<file path="config.mk">
export PLATFORM = sky130hd
export DESIGN_NAME = ddr_refresh_seq
export DESIGN_NICKNAME = d
export VERILOG_FILES = /design/src/rtl/ddr_rfsh_pkg.sv /design/src/rtl/rfsh_req_latch.sv /design/src/rtl/rfsh_bank_decode.sv /design/src/rtl/rfsh_wait_cnt.sv /design/src/rtl/ddr_refresh_seq.sv
export SDC_FILE = /design/constraint.sdc
export NUM_CORES = 1
export LEC_CHECK = 0
export BUFFER_PORTS_ARGS = -buffer_cell sky130_fd_sc_hd__buf_2
export CORE_MARGIN = 10
export CORE_UTILIZATION = 30
export CTS_CLUSTER_SIZE = 28
export DETAILED_ROUTE_END_ITERATION = 10
export SLEW_MARGIN = 5
export SYNTH_ARGS = -nofsm -noshare
export SYNTH_HDL_FRONTEND = slang
export SYNTH_SLANG_ARGS = --single-unit
</file>
<file path="constraint.sdc">
create_clock -name clk -period 2.9 [get_ports clk]
set_input_delay 0.87 -clock clk [delete_from_list [all_inputs] [get_ports clk]]
set_output_delay 0.87 -clock clk [all_outputs]
set_load 0.05 [all_outputs]
</file>
<file path="src/rtl/ddr_rfsh_pkg.sv">
package ddr_rfsh_pkg;

  // {cs_n, ras_n, cas_n, we_n}
  typedef enum logic [3:0] {
    CMD_LMR = 4'b0000,
    CMD_REF = 4'b0001,
    CMD_PRE = 4'b0010,
    CMD_NOP = 4'b0111
  } ddr_cmd_e;

  typedef enum logic [3:0] {
    ST_IDLE,
    ST_PRE,
    ST_TRP,
    ST_REF,
    ST_TRFC,
    ST_SRE,
    ST_SELF,
    ST_XSNR,
    ST_DLLRST
  } rfsh_state_e;

  localparam int unsigned DLL_RST_BIT = 8;
  localparam int unsigned ALL_BANK_BIT = 10;

endpackage

</file>
<file path="src/rtl/rfsh_req_latch.sv">
module rfsh_req_latch (
  input  logic clk,
  input  logic rst_n,
  input  logic req,
  input  logic en,
  input  logic take,
  output logic want
);

  logic pend_q;

  assign want = pend_q | (req & en);

  always_ff @(posedge clk) begin
    if (!rst_n) pend_q <= 1'b0;
    else        pend_q <= (pend_q | (req & en)) & ~take;
  end

endmodule

</file>
<file path="src/rtl/rfsh_bank_decode.sv">
module rfsh_bank_decode #(
  parameter int NB   = 4,
  parameter int BA_W = 2
) (
  input  logic [NB-1:0]   open_mask,
  output logic            need_pre,
  output logic            pre_all,
  output logic [BA_W-1:0] bank
);

  always_comb begin
    bank = '0;
    for (int i = NB - 1; i >= 0; i--) begin
      if (open_mask[i]) bank = BA_W'(i);
    end
  end

  assign need_pre = |open_mask;
  assign pre_all  = ($countones(open_mask) > 1);

endmodule

</file>
<file path="src/rtl/rfsh_wait_cnt.sv">
module rfsh_wait_cnt #(
  parameter int W = 8
) (
  input  logic         clk,
  input  logic         rst_n,
  input  logic         load,
  input  logic [W-1:0] load_val,
  output logic         done
);

  logic [W-1:0] cnt_q;

  assign done = (cnt_q == '0);

  always_ff @(posedge clk) begin
    if (!rst_n)          cnt_q <= '0;
    else if (load)       cnt_q <= load_val;
    else if (cnt_q != 0) cnt_q <= cnt_q - 1'b1;
  end

endmodule

</file>
<file path="src/rtl/ddr_refresh_seq.sv">
module ddr_refresh_seq
  import ddr_rfsh_pkg::*;
#(
  parameter int NB        = 4,
  parameter int AW        = 13,
  parameter int T_RP      = 3,
  parameter int T_RFC     = 42,
  parameter int T_XSNR    = 45,
  parameter int T_DLL     = 200,
  parameter int MODE_BASE = 'h062,
  localparam int BA_W     = (NB > 1) ? $clog2(NB) : 1
) (
  input  logic            clk,
  input  logic            rst_n,
  input  logic            ar_req,
  input  logic            sr_enter_req,
  input  logic            sr_exit_req,
  input  logic            clk_stable,
  input  logic [NB-1:0]   banks_open,
  output logic            cs_n,
  output logic            ras_n,
  output logic            cas_n,
  output logic            we_n,
  output logic [BA_W-1:0] ba,
  output logic [AW-1:0]   addr,
  output logic            cke,
  output logic            busy,
  output logic            cmd_allowed,
  output logic            read_allowed
);

  localparam int MAX_A    = (T_RP > T_RFC) ? T_RP : T_RFC;
  localparam int MAX_WAIT = (MAX_A > T_XSNR) ? MAX_A : T_XSNR;
  localparam int CW       = $clog2(MAX_WAIT + 1);
  localparam int LW       = $clog2(T_DLL + 1);
  localparam logic [AW-1:0] DLL_WORD =
    AW'(MODE_BASE) | (AW'(1) << DLL_RST_BIT);

  rfsh_state_e state_q, state_d;
  logic        goal_sr_q, goal_sr_d;
  logic        pre_all_q, pre_all_d;
  logic [BA_W-1:0] ba_q, ba_d;

  logic ar_want, sr_want, exit_want;
  logic take_ar, take_sr, take_exit;
  logic dec_need, dec_all;
  logic [BA_W-1:0] dec_bank;
  logic wait_load, wait_done;
  logic [CW-1:0] wait_val;
  logic lock_load, lock_done;
  logic in_sr_span;
  ddr_cmd_e cmd;

  rfsh_req_latch u_ar_latch (
    .clk(clk), .rst_n(rst_n), .req(ar_req), .en(1'b1),
    .take(take_ar), .want(ar_want)
  );

  rfsh_req_latch u_sre_latch (
    .clk(clk), .rst_n(rst_n), .req(sr_enter_req), .en(1'b1),
    .take(take_sr), .want(sr_want)
  );

  rfsh_req_latch u_srx_latch (
    .clk(clk), .rst_n(rst_n), .req(sr_exit_req), .en(state_q == ST_SELF),
    .take(take_exit), .want(exit_want)
  );

  rfsh_bank_decode #(.NB(NB), .BA_W(BA_W)) u_dec (
    .open_mask(banks_open), .need_pre(dec_need),
    .pre_all(dec_all), .bank(dec_bank)
  );

  rfsh_wait_cnt #(.W(CW)) u_wait (
    .clk(clk), .rst_n(rst_n), .load(wait_load),
    .load_val(wait_val), .done(wait_done)
  );

  rfsh_wait_cnt #(.W(LW)) u_lock (
    .clk(clk), .rst_n(rst_n), .load(lock_load),
    .load_val(LW'(T_DLL - 1)), .done(lock_done)
  );

  always_comb begin
    state_d   = state_q;
    goal_sr_d = goal_sr_q;
    pre_all_d = pre_all_q;
    ba_d      = ba_q;
    take_ar   = 1'b0;
    take_sr   = 1'b0;
    take_exit = 1'b0;
    wait_load = 1'b0;
    wait_val  = '0;
    lock_load = 1'b0;
    unique case (state_q)
      ST_IDLE: begin
        if (ar_want || sr_want) begin
          take_ar   = ar_want;
          take_sr   = !ar_want;
          goal_sr_d = !ar_want;
          pre_all_d = dec_all;
          ba_d      = dec_bank;
          if (dec_need)     state_d = ST_PRE;
          else if (ar_want) state_d = ST_REF;
          else              state_d = ST_SRE;
        end
      end
      ST_PRE: begin
        wait_load = 1'b1;
        wait_val  = CW'(T_RP - 2);
        state_d   = ST_TRP;
      end
      ST_TRP: begin
        if (wait_done) state_d = goal_sr_q ? ST_SRE : ST_REF;
      end
      ST_REF: begin
        wait_load = 1'b1;
        wait_val  = CW'(T_RFC - 2);
        state_d   = ST_TRFC;
      end
      ST_TRFC: begin
        if (wait_done) state_d = ST_IDLE;
      end
      ST_SRE: state_d = ST_SELF;
      ST_SELF: begin
        if (exit_want && clk_stable) begin
          take_exit = 1'b1;
          wait_load = 1'b1;
          wait_val  = CW'(T_XSNR - 1);
          state_d   = ST_XSNR;
        end
      end
      ST_XSNR: begin
        if (wait_done) state_d = ST_DLLRST;
      end
      ST_DLLRST: begin
        lock_load = 1'b1;
        state_d   = ST_IDLE;
      end
      default: state_d = ST_IDLE;
    endcase
  end

  always_ff @(posedge clk) begin
    if (!rst_n) begin
      state_q   <= ST_IDLE;
      goal_sr_q <= 1'b0;
      pre_all_q <= 1'b0;
      ba_q      <= '0;
    end else begin
      state_q   <= state_d;
      goal_sr_q <= goal_sr_d;
      pre_all_q <= pre_all_d;
      ba_q      <= ba_d;
    end
  end

  always_comb begin
    cmd  = CMD_NOP;
    ba   = '0;
    addr = '0;
    cke  = 1'b1;
    unique case (state_q)
      ST_PRE: begin
        cmd = CMD_PRE;
        addr[ALL_BANK_BIT] = pre_all_q;
        ba  = pre_all_q ? '0 : ba_q;
      end
      ST_REF:    cmd = CMD_REF;
      ST_SRE: begin
        cmd = CMD_REF;
        cke = 1'b0;
      end
      ST_SELF:   cke = 1'b0;
      ST_DLLRST: begin
        cmd  = CMD_LMR;
        addr = DLL_WORD;
      end
      default: ;
    endcase
  end

  assign {cs_n, ras_n, cas_n, we_n} = cmd;

  assign in_sr_span   = (state_q == ST_SRE) || (state_q == ST_SELF) ||
                        (state_q == ST_XSNR);
  assign busy         = (state_q != ST_IDLE);
  assign cmd_allowed  = !in_sr_span;
  assign read_allowed = lock_done && !in_sr_span && (state_q != ST_DLLRST);

endmodule

</file>
After elaboration in Yosys (flattened, before gate mapping)
Cells that the tools add are included.

operators by class
  add/subtract/negate cells = 5
  magnitude comparators = 1
  equality and inequality tests = 14
  mux-type cells = 33
  bitwise operators = 11
  reductions and logical operators = 23

operators with widths
  cell                                                            number
  adder 32 bit                                                    1
  greater-than comparator 32 x 2 -> 1 bit, second input constant  1
  one-hot mux 4 bit (8 select lines)                              1
  two-way mux 4 bit                                               5
  two-way mux 6 bit                                               3
  one-hot mux 6 bit (3 select lines)                              1
  == test 4 x 3 -> 1 bit, second input constant                   4
  two-way mux 8 bit                                               2
  two-way mux 2 bit                                               6
  two-way mux 1 bit                                               9
  two-way mux 3 bit                                               3
  two-way mux 9 bit                                               1
  one-hot mux 3 bit (3 select lines)                              1
  == test 4 x 2 -> 1 bit, second input constant                   2
  logical NOT 8 bit                                               1
  nonzero test 8 bit                                              1
  OR reduction 2 bit                                              4
  subtractor 8 x 1 -> 8 bit, second input constant                1
  logical NOT 6 bit                                               1
  != test 2 x 1 -> 1 bit, second input constant                   3
  nonzero test 6 bit                                              1
  subtractor 6 x 1 -> 6 bit, second input constant                1
  AND reduction 5 bit                                             1
  adder 1 x 1 -> 2 bit                                            2
  16 further kinds                                                31

storage, ports and cells
  flip-flop bits (word level) = 25
  input bits = 10
  output and inout port bits = 23
  logic and storage cells = 97

Longest topological paths before layout
  depth after elaboration = 8
  gate-level depth with buffers = 8
  gate-level depth less buffers = 7

By module
From an unflattened synthesis, not the netlist that was laid out.

second synthesis, totals
  cells, all modules = 219
  area, all modules = 1798.0 um^2

modules (own cells, without submodules)
  module                   instances  cells each  area each (um^2)  sequential area each (um^2)
  ddr_refresh_seq          1          104         794.5             160.2
  rfsh_wait_cnt at u_lock  1          51          457.9             160.2
  rfsh_wait_cnt at u_wait  1          43          356.6             120.1
  rfsh_req_latch           3          3           36.3              20.0
  rfsh_bank_decode         1          12          80.1              0.0

Worst setup path before layout
Ideal clock, no wire load.

  path type = flip-flop to output port
  from = register state_q[0]
  to = output port read_allowed
  data arrival time = 2511 ps
  required time = 2030 ps
  slack = -481 ps
  stages on the path, launching flop included = 5
  path buffers = 1
  path through = dfxtp_1 buf_2 o21ai_0 nand2_1 nor2_1

on the way
  word-level cells in the longest chain between the ends = 6
  elaborated cells between the ends (all ways) = 9
  those cells by class = eq/ne (4); reduce/logical (5)

ends and longest elaborated chain
  item                               RTL line                text
  start: declaration                 ddr_refresh_seq.sv:39   rfsh_state_e state_q, state_d;
  start signal: assignment           ddr_refresh_seq.sv:151  state_q <= state_d;
  == test 4 x 3 -> 1 bit             ddr_refresh_seq.sv:185  assign in_sr_span = (state_q == ST_SRE) || (state_q == ST_SELF) ||
  logical OR 1 bit                   ddr_refresh_seq.sv:185
  logical OR 1 bit *                 ddr_refresh_seq.sv:185
  logical NOT 1 bit *                n/a
  named net cmd_allowed              ddr_refresh_seq.sv:28   output logic cmd_allowed,
  logical AND 1 bit * (2 in series)  ddr_refresh_seq.sv:189  assign read_allowed = lock_done && !in_sr_span && (state_q != ST_DLLRST);
  end: declaration                   ddr_refresh_seq.sv:29   output logic read_allowed

Mark *: on every way through the listed nets, which the timed path passes. The rest lies on a longest branch.

Worst setup path after layout
  from = register u_lock.cnt_q[0]
  to = output port read_allowed

on the way
  word-level cells in the longest chain between the ends = 3

ends and longest elaborated chain
  item                             RTL line                text
  start: declaration               rfsh_wait_cnt.sv:11     logic [W-1:0] cnt_q;
  start signal: assignment         rfsh_wait_cnt.sv:17     else if (load) cnt_q <= load_val;
  start signal: assignment         rfsh_wait_cnt.sv:18     else if (cnt_q != 0) cnt_q <= cnt_q - 1'b1;
  logical NOT 8 bit                rfsh_wait_cnt.sv:13     assign done = (cnt_q == '0);
  logical AND 1 bit (2 in series)  ddr_refresh_seq.sv:189

Every way passes these cells.

==> out/qor.csv <==
stage;metric;value;unit
logic_synthesis;syn-instance-count;201;
global_route;grt_pass1_vias;1333;
clock_network;cts_tree;done;
hold_path;min_path_type;reg2reg;
floorplanning;start_util;0.314;
global_route;grt_pass1_wl;6110;µm
critical_path;worst_r2r_path_depth;7;
global_route;antenna_found_initial;0;
floorplanning;io_pins;33;
detailed_routing;route.detailed.drc;0;
power;pwr-share-comb;0.593;
critical_path;cp_data_arrival_time;1.93;ns
global_route;groute.usage.overall;0.0837;
critical_path;crit_type;reg2out;
floorplanning;die_area;8800;µm²
sta;relSlewSlack;0.639;
logic_synthesis;synth_edf_count;0;
logic_synthesis;synth-seq-cells;25;
floorplanning;fp.coreArea;5200;µm²
detailed_routing;drtIter0Drc;50;
final_layout;drive_gt1_frac;0.198;
floorplanning;die_y;93.8;µm
sta;finalCritPeriodShare;0.965;
sta;fin_crit;2.80;ns
place;hpwl;2850;µm
floorplanning;rows;26;
sta;final-hold-violation-count;0;
outcome;outcome;complete, no violations;
job;maxCapViolations;0;
critical_path;crit_fanout;4;
logic_synthesis;postSynth.asyncResetShare;0;
final_layout;fillerInstances;570;
final_layout;area_growth;14.2;%
logic_synthesis;seq_area_frac_synth;0.306;
power;power.switching;0.900;mW
power;pwr-share-seq;0.297;
clock_network;path_clk_slew;0.09;ns
power;intPower;1.03;mW
sta;worst_pin_slew;0.539;ns
clock_network;root_buffer;clkbuf_8;
clock_network;numCtsBuffers;3;
critical_path;cp-end-kind;primary output;
detailed_routing;dr.pass1.iters;4;
floorplanning;die_w;93.8;µm
sta;fmax;357;MHz
place;port_buffers;23;
clock_network;htree_levels;1;
critical_path;r2r_setup_slack;0.99;ns
power;p_sw_frac;0.466;
clock_network;clock_sinks;25;
critical_path;reg2reg_from;u_wait.cnt_q[0];
clock_network;worstSkewPairLatency;0.27;ns
hold_path;min_to;u_lock.cnt_q[4];
detailed_routing;ant_nets;0;
final_layout;n_antenna_cell;0;
place;gp_congestion;0.765;
power;powerDensity;1030;nW/µm²
sta;fin_worst_skew;0.00272;ns
logic_synthesis;syn-cell-area;1640;µm²
logic_synthesis;ys_types;42;
logic_synthesis;yosys.area.top_type;dfxtp_1;
logic_synthesis;yosys.area.top_type_share;0.306;
final_layout;fin_area;1870;µm²
detailed_routing;vias;1360;
global_route;grt_max_degree;20;
detailed_routing;drt-total-wl;3630;µm
clock_network;clk_path_buf_depth;2;
power;total_leakage_power;0.825;nW
hold_path;worstHoldPathCells;2;
place;dpl_cell_area;1790;µm²
logic_synthesis;ys_top_cells_by_area;dfxtp_1 (31%), ha_1 (6.9%), buf_4 (6.0%);
sta;tns;0;ns
final_layout;nets;243;
sta;setup_viol;0;
detailed_routing;routed_via_density;4.66;
hold_path;hold_start;u_lock.cnt_q[4];
power;clkPwrFrac;0.109;
global_route;grt_overflow_total;0;
power;total_power;1.93;mW
detailed_routing;routedWlPerCell;12.4;µm
logic_synthesis;synth_warnings;0;
critical_path;r2r_end;state_q[1];
sta;hold_ws;0.489;ns
logic_synthesis;syn_avg_cell_area;8.14;µm²
logic_synthesis;synthFlopType;dfxtp_1;
power;irDropWorstVdd;0.437;mV
critical_path;cp.required;2.03;ns
sta;finalMaxSlewViolations;0;
critical_path;critPathLaunchType;flip-flop;
[cells by family (layout without fill, tap and decap cells)]
family          after synthesis  count (layout)  synth area share
buf+inv                      35              48             0.113
xor+xnor                     10              10            0.0536
mux                           5               5            0.0314
simple gates                 80              80             0.266
fa+ha+maj                    10              10            0.0811
compound gates               35              35             0.146
other cells                   1               9           0.00229
flops                        25              25             0.306
[stage by stage]
| step | worst slack [ns] | util | cells |
|---|---|---|---|
| floorplan | -0.0749 | - | 209 |
| global placement | 0.364 | 0.344 | 287 |
| detailed placement | 0.306 | 0.344 | 287 |
| CTS | 0.0502 | 0.353 | 291 |
| global route | -0.00690 | 0.359 | 292 |
| finish | 0.100 | 0.359 | 292 |
[cells in the mapped netlist, types with 2 or more instances]
library cell  count
xor2_1            3
and2_1            5
ha_1              9
nand2b_1          5
clkbuf_1          3
nand2_1          14
nor3_1            9
dfxtp_1          25
a211oi_1          3
nand3b_1          2
o32ai_1           2
a31oi_1           2
or3_1             2
and3_1            4
buf_2             4
nor2b_1           7
a21oi_1           9
mux2i_1           4
inv_1            15
xnor2_1           7
nor2_1           18
o21ai_0          10
nand3_1           8
buf_4            13
[registers in the layout (all words and copies together), names as in the netlist]
| signal | flops |
|---|---|
| ba_q | 2 |
| goal_sr_q | 1 |
| pre_all_q | 1 |
| u_wait.cnt_q | 6 |
| u_sre_latch.pend_q | 1 |
| u_lock.cnt_q | 8 |
| u_srx_latch.pend_q | 1 |
| u_ar_latch.pend_q | 1 |
| state_q | 4 |
[how the worst max path moves through the flow]
stage | start | end | depth (start not counted)
2_1_floorplan | state_q[0] | read_allowed | 4
3_3_place_gp | u_lock.cnt_q[0] | read_allowed | 7
3_5_place_dp | u_lock.cnt_q[0] | read_allowed | 7
4_1_cts | u_lock.cnt_q[0] | read_allowed | 7
5_1_grt | u_lock.cnt_q[0] | read_allowed | 7
6_report | u_lock.cnt_q[0] | read_allowed | 7
[critical path, cell delays in order, from the launching register on]
cell and delay [ns]:
dfxtp_2 0.34, inv_1 0.06, ha_2 0.19, nor3b_4 0.21, nand2b_1 0.13, or4_4 0.44, nor2_2 0.13, buf_6 0.16
[routing by layer]
layer / track usage / wire [µm] / vias to the layer above
met3: 0.0144 / 151 / 5
met5: 0 / 0 / -
met1: 0.0972 / 1640 / 631
met2: 0.146 / 1770 / 25
met4: 0.0380 / 60 / 0
li1: - / - / 699
[placed cells by master (no fill, tap or decap), types with 2 or more instances in the layout]
cell	n
a211oi_1	3
a21oi_1	9
a31oi_4	2
and2_1	5
and3_1	4
buf_2	22
buf_4	6
clkbuf_8	3
conb_1	9
dfxtp_1	24
ha_1	8
inv_1	15
mux2i_1	4
nand2_1	14
nand2b_1	5
nand3_1	8
nand3b_1	2
nor2_1	17
nor2b_1	7
nor3_1	9
o21ai_0	9
o32ai_1	2
or3_1	2
xnor2_1	7
xor2_1	3
[what timing repair did]
action	CTS	global route
gates resized for setup	1	6
buffers inserted	0	1
hold buffers	0	0
pin swaps	0	0
endpoints found under the setup margin	1	1
[area by class of cell]
| cell class | count | area [µm²] | area share |
|---|---|---|---|
| Clock buffer | 4 | 45.0 | 0.0241 |
| Inverter | 15 | 56.3 | 0.0302 |
| Multi-Input combinational cell | 149 | 1010 | 0.541 |
| Sequential cell | 25 | 502 | 0.269 |
| Tap cell | 70 | 87.6 | 0.0469 |
| Timing Repair Buffer | 29 | 166 | 0.0891 |
[power by group through the flow]
stage               Clock, mW  Combinational, mW  Sequential [mW]
floorplan                   0              0.922            0.537
global placement            0               1.09            0.572
detailed placement          0               1.10            0.576
CTS                     0.218               1.11            0.569
global route            0.233               1.28            0.595
finish                  0.211               1.15            0.575
(Power assumes the default switching activity.)
